File: src/rtl/scan_tap_pkg.sv
package scan_tap_pkg;

  typedef enum logic [3:0] {
    ST_RESET, ST_IDLE,
    ST_SEL_DR, ST_CAP_DR, ST_SHF_DR, ST_EX1_DR, ST_PAU_DR, ST_EX2_DR, ST_UPD_DR,
    ST_SEL_IR, ST_CAP_IR, ST_SHF_IR, ST_EX1_IR, ST_PAU_IR, ST_EX2_IR, ST_UPD_IR
  } tap_state_e;

  localparam int OP_W = 3;

  localparam logic [OP_W-1:0] OP_EXTEST     = 3'b000;
  localparam logic [OP_W-1:0] OP_IDCODE     = 3'b001;
  localparam logic [OP_W-1:0] OP_SAMPLE_HIZ = 3'b010;
  localparam logic [OP_W-1:0] OP_SAMPLE     = 3'b100;
  localparam logic [OP_W-1:0] OP_BYPASS     = 3'b111;
  localparam logic [OP_W-1:0] OP_CAPTURE    = 3'b001;

  typedef enum logic [1:0] {
    DR_PASS, DR_IDENT, DR_CHAIN
  } dr_sel_e;

endpackage

File: src/rtl/tap_fsm.sv
module tap_fsm
  import scan_tap_pkg::*;
(
  input  logic       tck,
  input  logic       rst_n,
  input  logic       tms,
  output tap_state_e state_q
);

  tap_state_e state_d;

  always_comb begin
    state_d = state_q;
    unique case (state_q)
      ST_RESET:  state_d = tms ? ST_RESET  : ST_IDLE;
      ST_IDLE:   state_d = tms ? ST_SEL_DR : ST_IDLE;
      ST_SEL_DR: state_d = tms ? ST_SEL_IR : ST_CAP_DR;
      ST_CAP_DR: state_d = tms ? ST_EX1_DR : ST_SHF_DR;
      ST_SHF_DR: state_d = tms ? ST_EX1_DR : ST_SHF_DR;
      ST_EX1_DR: state_d = tms ? ST_UPD_DR : ST_PAU_DR;
      ST_PAU_DR: state_d = tms ? ST_EX2_DR : ST_PAU_DR;
      ST_EX2_DR: state_d = tms ? ST_UPD_DR : ST_SHF_DR;
      ST_UPD_DR: state_d = tms ? ST_SEL_DR : ST_IDLE;
      ST_SEL_IR: state_d = tms ? ST_RESET  : ST_CAP_IR;
      ST_CAP_IR: state_d = tms ? ST_EX1_IR : ST_SHF_IR;
      ST_SHF_IR: state_d = tms ? ST_EX1_IR : ST_SHF_IR;
      ST_EX1_IR: state_d = tms ? ST_UPD_IR : ST_PAU_IR;
      ST_PAU_IR: state_d = tms ? ST_EX2_IR : ST_PAU_IR;
      ST_EX2_IR: state_d = tms ? ST_UPD_IR : ST_SHF_IR;
      ST_UPD_IR: state_d = tms ? ST_SEL_DR : ST_IDLE;
      default:   state_d = ST_RESET;
    endcase
  end

  always_ff @(posedge tck or negedge rst_n) begin
    if (!rst_n) state_q <= ST_RESET;
    else        state_q <= state_d;
  end

  // checker: run of consecutive tms-high edges, saturating at five
  logic [2:0] tms_run_q;
  always_ff @(posedge tck or negedge rst_n) begin
    if (!rst_n)              tms_run_q <= 3'd0;
    else if (!tms)           tms_run_q <= 3'd0;
    else if (tms_run_q != 3'd5) tms_run_q <= tms_run_q + 3'd1;
  end

  p_five_ones_reset_r2: assert property (@(posedge tck) disable iff (!rst_n)
    (tms_run_q == 3'd5) |-> (state_q == ST_RESET));

endmodule

File: src/rtl/tap_ir.sv
module tap_ir
  import scan_tap_pkg::*;
(
  input  logic       tck,
  input  logic       rst_n,
  input  logic       tdi,
  input  tap_state_e state,
  output logic       ir_lsb,
  output dr_sel_e    dr_sel,
  output logic       hiz,
  output logic       drive
);

  logic [OP_W-1:0] sr_q, sr_d, op_q, op_d;
  logic            sr_en, op_en;

  always_comb begin
    sr_en = (state == ST_CAP_IR) || (state == ST_SHF_IR);
    sr_d  = (state == ST_CAP_IR) ? OP_CAPTURE : {tdi, sr_q[OP_W-1:1]};
    op_en = (state == ST_UPD_IR) || (state == ST_RESET);
    op_d  = (state == ST_RESET) ? OP_IDCODE : sr_q;
  end

  always_ff @(posedge tck or negedge rst_n) begin
    if (!rst_n) begin
      sr_q <= OP_CAPTURE;
      op_q <= OP_IDCODE;
    end else begin
      if (sr_en) sr_q <= sr_d;
      if (op_en) op_q <= op_d;
    end
  end

  always_comb begin
    hiz   = 1'b0;
    drive = 1'b0;
    unique case (op_q)
      OP_EXTEST:     begin dr_sel = DR_CHAIN; drive = 1'b1; end
      OP_IDCODE:     dr_sel = DR_IDENT;
      OP_SAMPLE_HIZ: begin dr_sel = DR_CHAIN; hiz = 1'b1; end
      OP_SAMPLE:     dr_sel = DR_CHAIN;
      default:       dr_sel = DR_PASS;
    endcase
  end

  assign ir_lsb = sr_q[0];

  p_ir_capture_r3: assert property (@(posedge tck) disable iff (!rst_n)
    (state == ST_CAP_IR) |=> (sr_q == OP_CAPTURE));
  p_op_hold_r4: assert property (@(posedge tck) disable iff (!rst_n)
    !((state == ST_UPD_IR) || (state == ST_RESET)) |=> $stable(op_q));
  p_op_reset_r1: assert property (@(posedge tck) disable iff (!rst_n)
    (state == ST_RESET) |=> (op_q == OP_IDCODE));

endmodule

File: src/rtl/tap_dregs.sv
module tap_dregs
  import scan_tap_pkg::*;
#(
  parameter int          BS_LEN   = 109,
  parameter int          ID_W     = 32,
  parameter logic [31:0] ID_VALUE = 32'h1
) (
  input  logic              tck,
  input  logic              rst_n,
  input  logic              tdi,
  input  tap_state_e        state,
  input  dr_sel_e           dr_sel,
  input  logic [BS_LEN-1:0] pin_capture,
  output logic [BS_LEN-1:0] pin_update,
  output logic              dr_lsb
);

  logic              pass_q, pass_d;
  logic [ID_W-1:0]   id_q, id_d;
  logic [BS_LEN-1:0] bs_q, bs_d, upd_q;
  logic              cap_en, shf_en, pass_en, id_en, bs_en, upd_en;

  always_comb begin
    cap_en  = (state == ST_CAP_DR);
    shf_en  = (state == ST_SHF_DR);
    pass_en = cap_en || (shf_en && dr_sel == DR_PASS);
    id_en   = cap_en || (shf_en && dr_sel == DR_IDENT);
    bs_en   = cap_en || (shf_en && dr_sel == DR_CHAIN);
    upd_en  = (state == ST_UPD_DR) && (dr_sel == DR_CHAIN);
    pass_d  = cap_en ? 1'b0 : tdi;
    id_d    = cap_en ? ID_VALUE[ID_W-1:0] : {tdi, id_q[ID_W-1:1]};
    bs_d    = cap_en ? pin_capture : {tdi, bs_q[BS_LEN-1:1]};
  end

  always_ff @(posedge tck or negedge rst_n) begin
    if (!rst_n) begin
      pass_q <= 1'b0;
      id_q   <= '0;
      bs_q   <= '0;
      upd_q  <= '0;
    end else begin
      if (pass_en) pass_q <= pass_d;
      if (id_en)   id_q   <= id_d;
      if (bs_en)   bs_q   <= bs_d;
      if (upd_en)  upd_q  <= bs_q;
    end
  end

  always_comb begin
    unique case (dr_sel)
      DR_IDENT: dr_lsb = id_q[0];
      DR_CHAIN: dr_lsb = bs_q[0];
      default:  dr_lsb = pass_q;
    endcase
  end

  assign pin_update = upd_q;

  p_pass_capture_r6: assert property (@(posedge tck) disable iff (!rst_n)
    (state == ST_CAP_DR) |=> (pass_q == 1'b0));
  p_id_marker_r5: assert property (@(posedge tck) disable iff (!rst_n)
    (state == ST_CAP_DR) |=> (id_q[0] == 1'b1));
  p_update_hold_r12: assert property (@(posedge tck) disable iff (!rst_n)
    !((state == ST_UPD_DR) && (dr_sel == DR_CHAIN)) |=> $stable(upd_q));

endmodule

File: src/rtl/scan_tap_port.sv
module scan_tap_port
  import scan_tap_pkg::*;
#(
  parameter int          BS_LEN      = 109,
  parameter int          SYNC_STAGES = 2,
  parameter logic [2:0]  REVISION    = 3'b000,
  parameter logic [16:0] DEV_ID      = 17'h0B5C3,
  parameter logic [10:0] VENDOR      = 11'h034
) (
  input  logic              tck,
  input  logic              trst_n,
  input  logic              tms,
  input  logic              tdi,
  input  logic [BS_LEN-1:0] pin_capture,
  output logic              tdo,
  output logic              tdo_oe,
  output logic [BS_LEN-1:0] pin_update,
  output logic              pin_drive,
  output logic              out_hiz
);

  localparam logic [31:0] ID_VALUE = {REVISION, DEV_ID, VENDOR, 1'b1};
  localparam int          ID_W     = 32;

  // reset: asserted at once, released after SYNC_STAGES rising tck edges
  logic [SYNC_STAGES-1:0] sync_q;
  logic                   rst_n;
  always_ff @(posedge tck or negedge trst_n) begin
    if (!trst_n) sync_q <= '0;
    else         sync_q <= {sync_q[SYNC_STAGES-2:0], 1'b1};
  end
  assign rst_n = sync_q[SYNC_STAGES-1];

  tap_state_e state;
  dr_sel_e    dr_sel;
  logic       ir_lsb, dr_lsb;
  logic       tdo_d, oe_d, tdo_q, oe_q;

  tap_fsm u_fsm (.tck(tck), .rst_n(rst_n), .tms(tms), .state_q(state));

  tap_ir u_ir (
    .tck(tck), .rst_n(rst_n), .tdi(tdi), .state(state),
    .ir_lsb(ir_lsb), .dr_sel(dr_sel), .hiz(out_hiz), .drive(pin_drive)
  );

  tap_dregs #(.BS_LEN(BS_LEN), .ID_W(ID_W), .ID_VALUE(ID_VALUE)) u_dr (
    .tck(tck), .rst_n(rst_n), .tdi(tdi), .state(state), .dr_sel(dr_sel),
    .pin_capture(pin_capture), .pin_update(pin_update), .dr_lsb(dr_lsb)
  );

  always_comb begin
    oe_d  = (state == ST_SHF_DR) || (state == ST_SHF_IR);
    tdo_d = (state == ST_SHF_IR) ? ir_lsb : dr_lsb;
  end

  always_ff @(negedge tck or negedge rst_n) begin
    if (!rst_n) begin
      tdo_q <= 1'b0;
      oe_q  <= 1'b0;
    end else begin
      tdo_q <= tdo_d;
      oe_q  <= oe_d;
    end
  end

  assign tdo    = tdo_q;
  assign tdo_oe = oe_q;

  p_oe_window_r11: assert property (@(posedge tck) disable iff (!rst_n)
    tdo_oe |-> ((state == ST_SHF_DR) || (state == ST_SHF_IR)));
  p_hiz_rise_r9: assert property (@(posedge tck) disable iff (!rst_n)
    $rose(out_hiz) |-> ($past(state) == ST_UPD_IR));

endmodule

File: config.mk
export PLATFORM = sky130hd
export DESIGN_NAME = scan_tap_port
export DESIGN_NICKNAME = d
export VERILOG_FILES = /design/src/rtl/scan_tap_pkg.sv /design/src/rtl/tap_fsm.sv /design/src/rtl/tap_ir.sv /design/src/rtl/tap_dregs.sv /design/src/rtl/scan_tap_port.sv
export SDC_FILE = /design/constraint.sdc
export NUM_CORES = 1
export LEC_CHECK = 0
export ABC_AREA = 1
export BUFFER_PORTS_ARGS = -buffer_cell sky130_fd_sc_hd__buf_4
export CORE_MARGIN = 4
export CORE_UTILIZATION = 40
export CTS_CLUSTER_DIAMETER = 50
export DETAILED_ROUTE_END_ITERATION = 6
export PLACE_DENSITY = 0.66
export SLEW_MARGIN = 20
export SYNTH_ARGS = -nofsm -noshare
export SYNTH_HDL_FRONTEND = slang
export SYNTH_HIERARCHICAL = 1
export SYNTH_SLANG_ARGS = --single-unit
File: constraint.sdc
create_clock -name tck -period 14.12 [get_ports tck]
set_input_delay 2.118 -clock tck [delete_from_list [all_inputs] [get_ports tck]]
set_output_delay 2.118 -clock tck [all_outputs]
set_load 0.05 [all_outputs]
==> results_dict.tcl, run 1 <==
set metrics [dict create \
    num_vias 10700 \
    cts_sinks 265 \
    synth_area_leaders "dfrtp_1, nand2_1, nand3_1" \
    skew_ns 0.0215 \
    routed_wl_um 31800 \
    layout-drive-gt1-share_pct 17.5 \
    rsz0062_at_grt "no" \
    crit_type "flip-flop to output pin" \
    synth_seq_area_share_pct 53.3 \
    place.port_buffers 225 \
    avgSynthCellArea_um2 7.72 \
    grt_max_degree 106 \
    critPathMaxStageDelay_ns 0.39 \
    chipWidth_um 184 \
    synth_top_family_by_area "simple AND/OR/NAND/NOR gates" \
    clockRootBuffer "clkbuf_16" \
    synth_area_mm2 0.0125 \
    cp.arrival_ns 8.16 \
    start_util_pct 40.6 \
    drv_slew 0 \
    clk_pin_slew_ns 0.06 \
    fin_util_pct 50.6 \
    synth.mux.area_fraction_pct 0 \
    critPathCaptureType "output pin" \
    ctsHoldBuffers 0 \
    place.gp.congestion 0.819 \
    synth-compound-area-share_pct 4.94 \
    overflow 0 \
    crit_family "flip-flops" \
    critPathMaxFanout 1 \
    num_io_pins 226 \
    nets 1901 \
    status "complete, no violations" \
    ys_types 27 \
    setup_violations 0 \
    crit_path_start_kind "flip-flop" \
    drt_iter0_drc 824 \
    cts_tree "done" \
    power_per_cell_area_mw_per_mm2 212 \
    synth_xor_area_share_pct 0 \
    fin_tns_setup_ns 0 \
    antenna_found_initial 1 \
    synth_top_area_cell "dfrtp_1" \
    worstMarginPinSlew_ns 1.01 \
    vias_per_cell 4.83 \
    syn_nets 1729 \
    first_pass_iters 5 \
    track_usage_pct 18.6 \
    hp-class "flip-flop to flip-flop" \
    cap_violations 0 \
    crit_path_cell_trace "buf_4" \
    slowest_stage "dfrtn_1" \
    ant_nets 0 \
    synth-simple-area-share_pct 32.4 \
    slew_headroom_pct 32.6 \
    cts_max_level 2 \
    finalPower_mw 3.28 \
    syn-instance-count 1612 \
    post_cts_buffers 0 \
    cp_num_buf_inv 1 \
    p_leak_nw 8.48 \
    drc_errors 0 \
    cts_resized 0 \
    grt_pass1_vias 10500 \
    clk_latency_ns 0.51 \
    grt_pass1_wl_um 53100 \
    hold_viol_final 0 \
    irDropWorstVdd_uv 147 \
    cts_buffers 37 \
    synth_warnings 6 \
    die_area_mm2 0.0340 \
    syn2layout_area_growth_pct 24.5 \
    coreArea_mm2 0.0307 \
    worstPathRequired_ns 12.00 \
    die_height_um 184 \
    core.rowCount 64 \
    wl_per_cell_um 14.4 \
    ctsLongestPathBuffers 3 \
    synth.top_cell.area_share_pct 52.5 \
    yosys.area_share.adder_pct 0.402 \
    hpwl_um 19800 \
    ys_seq_elements 265 \
    hold_ws_ns 0.358 \
]
==> per-layer routing <==
| layer | vias up | global-route usage [%] | wire, um |
|---|---|---|---|
| li1 | 5397 | - | - |
| met1 | 4964 | 24.9 | 13900 |
| met2 | 257 | 31.7 | 15600 |
| met3 | 50 | 2.82 | 1620 |
| met4 | 0 | 5.29 | 687 |
| met5 | - | 0 | 0 |
==> path summary, 6_finish.rpt <==
path	start	cells after the start	to	slack, ns
setup / recovery	tdo_oe$_DFF_NN0_	1	tdo_oe	3.85
hold / removal	sync_q[0]$_DFF_PN0_	0	sync_q[1]$_DFF_PN0_	0.36
setup reg to reg	u_ir/op_q[0]$_DFFE_PN1P_	8	tdo$_DFF_NN0_	5.38
hold reg to reg	sync_q[0]$_DFF_PN0_	0	sync_q[1]$_DFF_PN0_	0.36
max in group asynchronous	sync_q[1]$_DFF_PN0_	0	tdo_oe$_DFF_NN0_	6.15
min in group asynchronous	sync_q[1]$_DFF_PN0_	0	u_dr/pin_update[28]$_DFFE_PN0P_	0.44
==> report_power, final <==
part / switching (mW) / internal, mW
combinational: 0.748 / 0.362
clock: 0.331 / 0.638
sequential: 0.193 / 1.01
==> synthesized netlist by cell type (all sizes together) <==
cell and n:
nand2 682, nand3 264, dfrtp 261, inv 143, o21ai 111, buf 81
clkbuf 24, nor2 22, a21oi 4, ha 4, a21boi 3, nand4 3
nor3 3, dfrtn 2, dfstp 2, a31oi 1, conb 1, o21bai 1
==> kinds of logic after synthesis <==
| logic type | Yosys count |
|---|---|
| AOI/OAI and AO/OA | 120 |
| DFF | 265 |
| and+or+nand+nor | 974 |
| buffers and inverters | 248 |
| other | 1 |
| adders and majority gates | 4 |
==> layout make-up <==
class	instances	area (um2)
clock buffers	55	1080
inverters	143	539
diodes	1	2.50
multi-input cells	1099	4740
fillers	2973	15200
well taps	396	495
clock inverters	12	224
flip-flops and latches	265	6640
repair buffers	238	1790
==> per-stage QoR <==
| stage | setup slack [ns] | area (um2) | instances |
|---|---|---|---|
| global placement | 4.38 | 14200 | 2141 |
| finish | 3.85 | 15500 | 2209 |
| CTS | 3.83 | 15500 | 2208 |
| floorplan | 2.88 | 12500 | 1612 |
| detailed placement | 4.38 | 14200 | 2141 |
| global route | 3.81 | 15500 | 2209 |
==> cells in the final DEF (no fill, tap or decap), types with 4 or more instances in the layout <==
cell and n:
clkbuf_8 4, o21ai_1 22, inv_2 5, ha_1 4, buf_4 237, nor2_1 13, dfrtp_1 260, bufinv_16 6
nand3_1 262, o21ai_0 89, clkbuf_16 39, nand2_1 678, nor2_2 8, clkbuf_1 12, inv_1 137
==> registers in the layout, indices dropped and copies added, names as in the netlist <==
signal           count
u_dr/bs_q          109
u_dr/pin_update    109
u_dr/id_q           32
u_fsm/state_q        4
u_ir/op_q            3
u_ir/sr_q            3
sync_q               2
tdo                  1
tdo_oe               1
u_dr/pass_q          1
Power figures use the tool's default switching activity.
==> inputs of run 2 (changes only) <==
PLACE_DENSITY = 0.68   (was 0.66)
clock period = 9 ns   (was 14.12 ns; I/O delays follow)
==> run 2 against run 1 <==
Compared with the run above: clock power rose by 38%; critical path depth unchanged; die area is the same; non-clock buffer count is 2 lower; register-to-register slack lost 2.6 ns; clock skew shrank 0.0035 ns; sequential share of layout area grew 0.55 points; cell area fell by 1.3%; core utilization fell by 0.64 points; setup slack got worse by 1.8 ns; cell count decreased by 0.50%; critical path type unchanged; largest power group unchanged.
==> results_dict.tcl, run 2 (synthesis gave the netlist of run 1 again) <==
set metrics [dict create \
    status "complete, no violations" \
    die_area_mm2 0.0340 \
    core.rowCount 64 \
    cts_resized 0 \
    dr_wl_met3_um 1600 \
    pwr-share-seq_pct 38.0 \
    slowest_stage "dfrtn_1" \
    cts_max_level 2 \
    clockRootBuffer "clkbuf_16" \
    pwr-share-comb_pct 35.1 \
    pre_cts_slack_ns 2.58 \
    power_per_cell_area_mw_per_mm2 325 \
    p_switching_mw 1.98 \
    coreArea_mm2 0.0307 \
    critPathMaxFanout 1 \
    crit_type "flip-flop to output pin" \
    p_leak_nw 8.39 \
    top_layer_used "met4" \
    clk_pin_slew_ns 0.06 \
    drt_iter0_drc 773 \
    routed_wl_um 31600 \
    hpwl_um 20000 \
    cts_tree "done" \
    placed_cells 2139 \
    irDropWorstVdd_uv 204 \
    place.port_buffers 225 \
    first_pass_iters 5 \
    slew_headroom_pct 25.7 \
    syn2layout_area_growth_pct 23.0 \
    power.internal_mw 3.00 \
    final_cell_mix "nand2_1, nand3_1, dfrtp_1" \
    setup_ws_ns 2.06 \
    fin_tns_setup_ns 0 \
    cap_violations 0 \
    grt_max_degree 147 \
    cts_buffers 34 \
    place.gp.congestion 0.829 \
    setup_violations 0 \
    crit_path_start_kind "flip-flop" \
    start_util_pct 40.6 \
    cts_sinks 265 \
    drc_errors 0 \
    dr_wl_met2_um 15500 \
    hp-class "flip-flop to async pin" \
    nets 1896 \
    antenna_found_initial 0 \
    die_height_um 184 \
    rsz0062_at_grt "no" \
    num_io_pins 226 \
    grt_pass1_wl_um 51800 \
    clk_latency_ns 0.50 \
    wl_met1_um 13800 \
    worstMarginPinSlew_ns 1.11 \
    vias_per_cell 4.87 \
    hold_viol_final 0 \
    cp.arrival_ns 5.59 \
    skew_ns 0.0180 \
    grt_pass1_vias 10300 \
    layout-drive-gt1-share_pct 17.3 \
    num_vias 10700 \
    clkPwrFrac_pct 27.0 \
    crit_family "flip-flops" \
    critPathCaptureType "output pin" \
    critPathMaxStageDelay_ns 0.40 \
    ant_nets 0 \
    wl_per_cell_um 14.4 \
    ctsLongestPathBuffers 3 \
    switching_share_pct 39.8 \
    final_common_cell "nand2_1" \
    fin_util_pct 49.9 \
    overflow 0 \
    cp_num_buf_inv 1 \
    drv_slew 0 \
    post_cts_buffers 0 \
    layoutNonFillerInstCount 2198 \
    crit_path_cell_trace "buf_4" \
    chipWidth_um 184 \
    track_usage_pct 18.2 \
    worstPathRequired_ns 7.65 \
    ctsHoldBuffers 0 \
]
## run 2: cell count changes in the layout (fill, tap and decap cells not counted), sizes merged
cell,before,now
bufinv,6,3
buf,238,236
clkinvlp,1,2
inv,144,145
clkbuf,55,47
## run 2: routing by layer
metal	track usage, %	vias to the layer above
li1	-	5384
met1	24.5	5009
met3	2.59	55
met2	31.1	265
met5	0	-
met4	4.70	0
## run 2: power by group through the flow
stage | Sequential (mW) | Combinational [mW] | Clock (mW)
floorplan | 2.16 | 1.02 | 0
global placement | 1.89 | 1.72 | 0
detailed placement | 1.91 | 1.75 | 0
CTS | 1.89 | 1.76 | 1.38
global route | 1.95 | 1.98 | 1.44
finish | 1.89 | 1.74 | 1.34
## run 2: cell type report
| cell class | count | area (um2) |
|---|---|---|
| multi-input cells | 1099 | 4740 |
| clock buffers | 47 | 971 |
| clock inverters | 11 | 145 |
| inverters | 143 | 539 |
| diodes | 1 | 2.50 |
| repair buffers | 236 | 1780 |
| fillers | 2989 | 15400 |
| well taps | 396 | 495 |
| flip-flops and latches | 265 | 6640 |
## run 2: stage by stage
stage                     hold slack (ns)  total power [mW]  instance area (um2)
final                               0.320              4.97                15300
after CTS                           0.348              5.02                15300
after global routing                0.365              5.36                15300
after floorplan                     0.331              3.18                12500
after detailed placement            0.342              3.66                14200
after global placement              0.340              3.61                14200
## run 2: final timing paths
path | from | to | slack [ns] | depth (start not counted)
max | tdo_oe$_DFF_NN0_ | tdo_oe | 2.06 | 1
min | sync_q[1]$_DFF_PN0_ | u_dr/bs_q[28]$_DFFE_PN0P_ | 0.32 | 0
max reg2reg | u_ir/op_q[0]$_DFFE_PN1P_ | tdo$_DFF_NN0_ | 2.79 | 8
min reg2reg | sync_q[1]$_DFF_PN0_ | u_dr/bs_q[28]$_DFFE_PN0P_ | 0.32 | 0
max in group asynchronous | sync_q[1]$_DFF_PN0_ | tdo_oe$_DFF_NN0_ | 3.90 | 0
min in group tck | sync_q[0]$_DFF_PN0_ | sync_q[1]$_DFF_PN0_ | 0.35 | 0
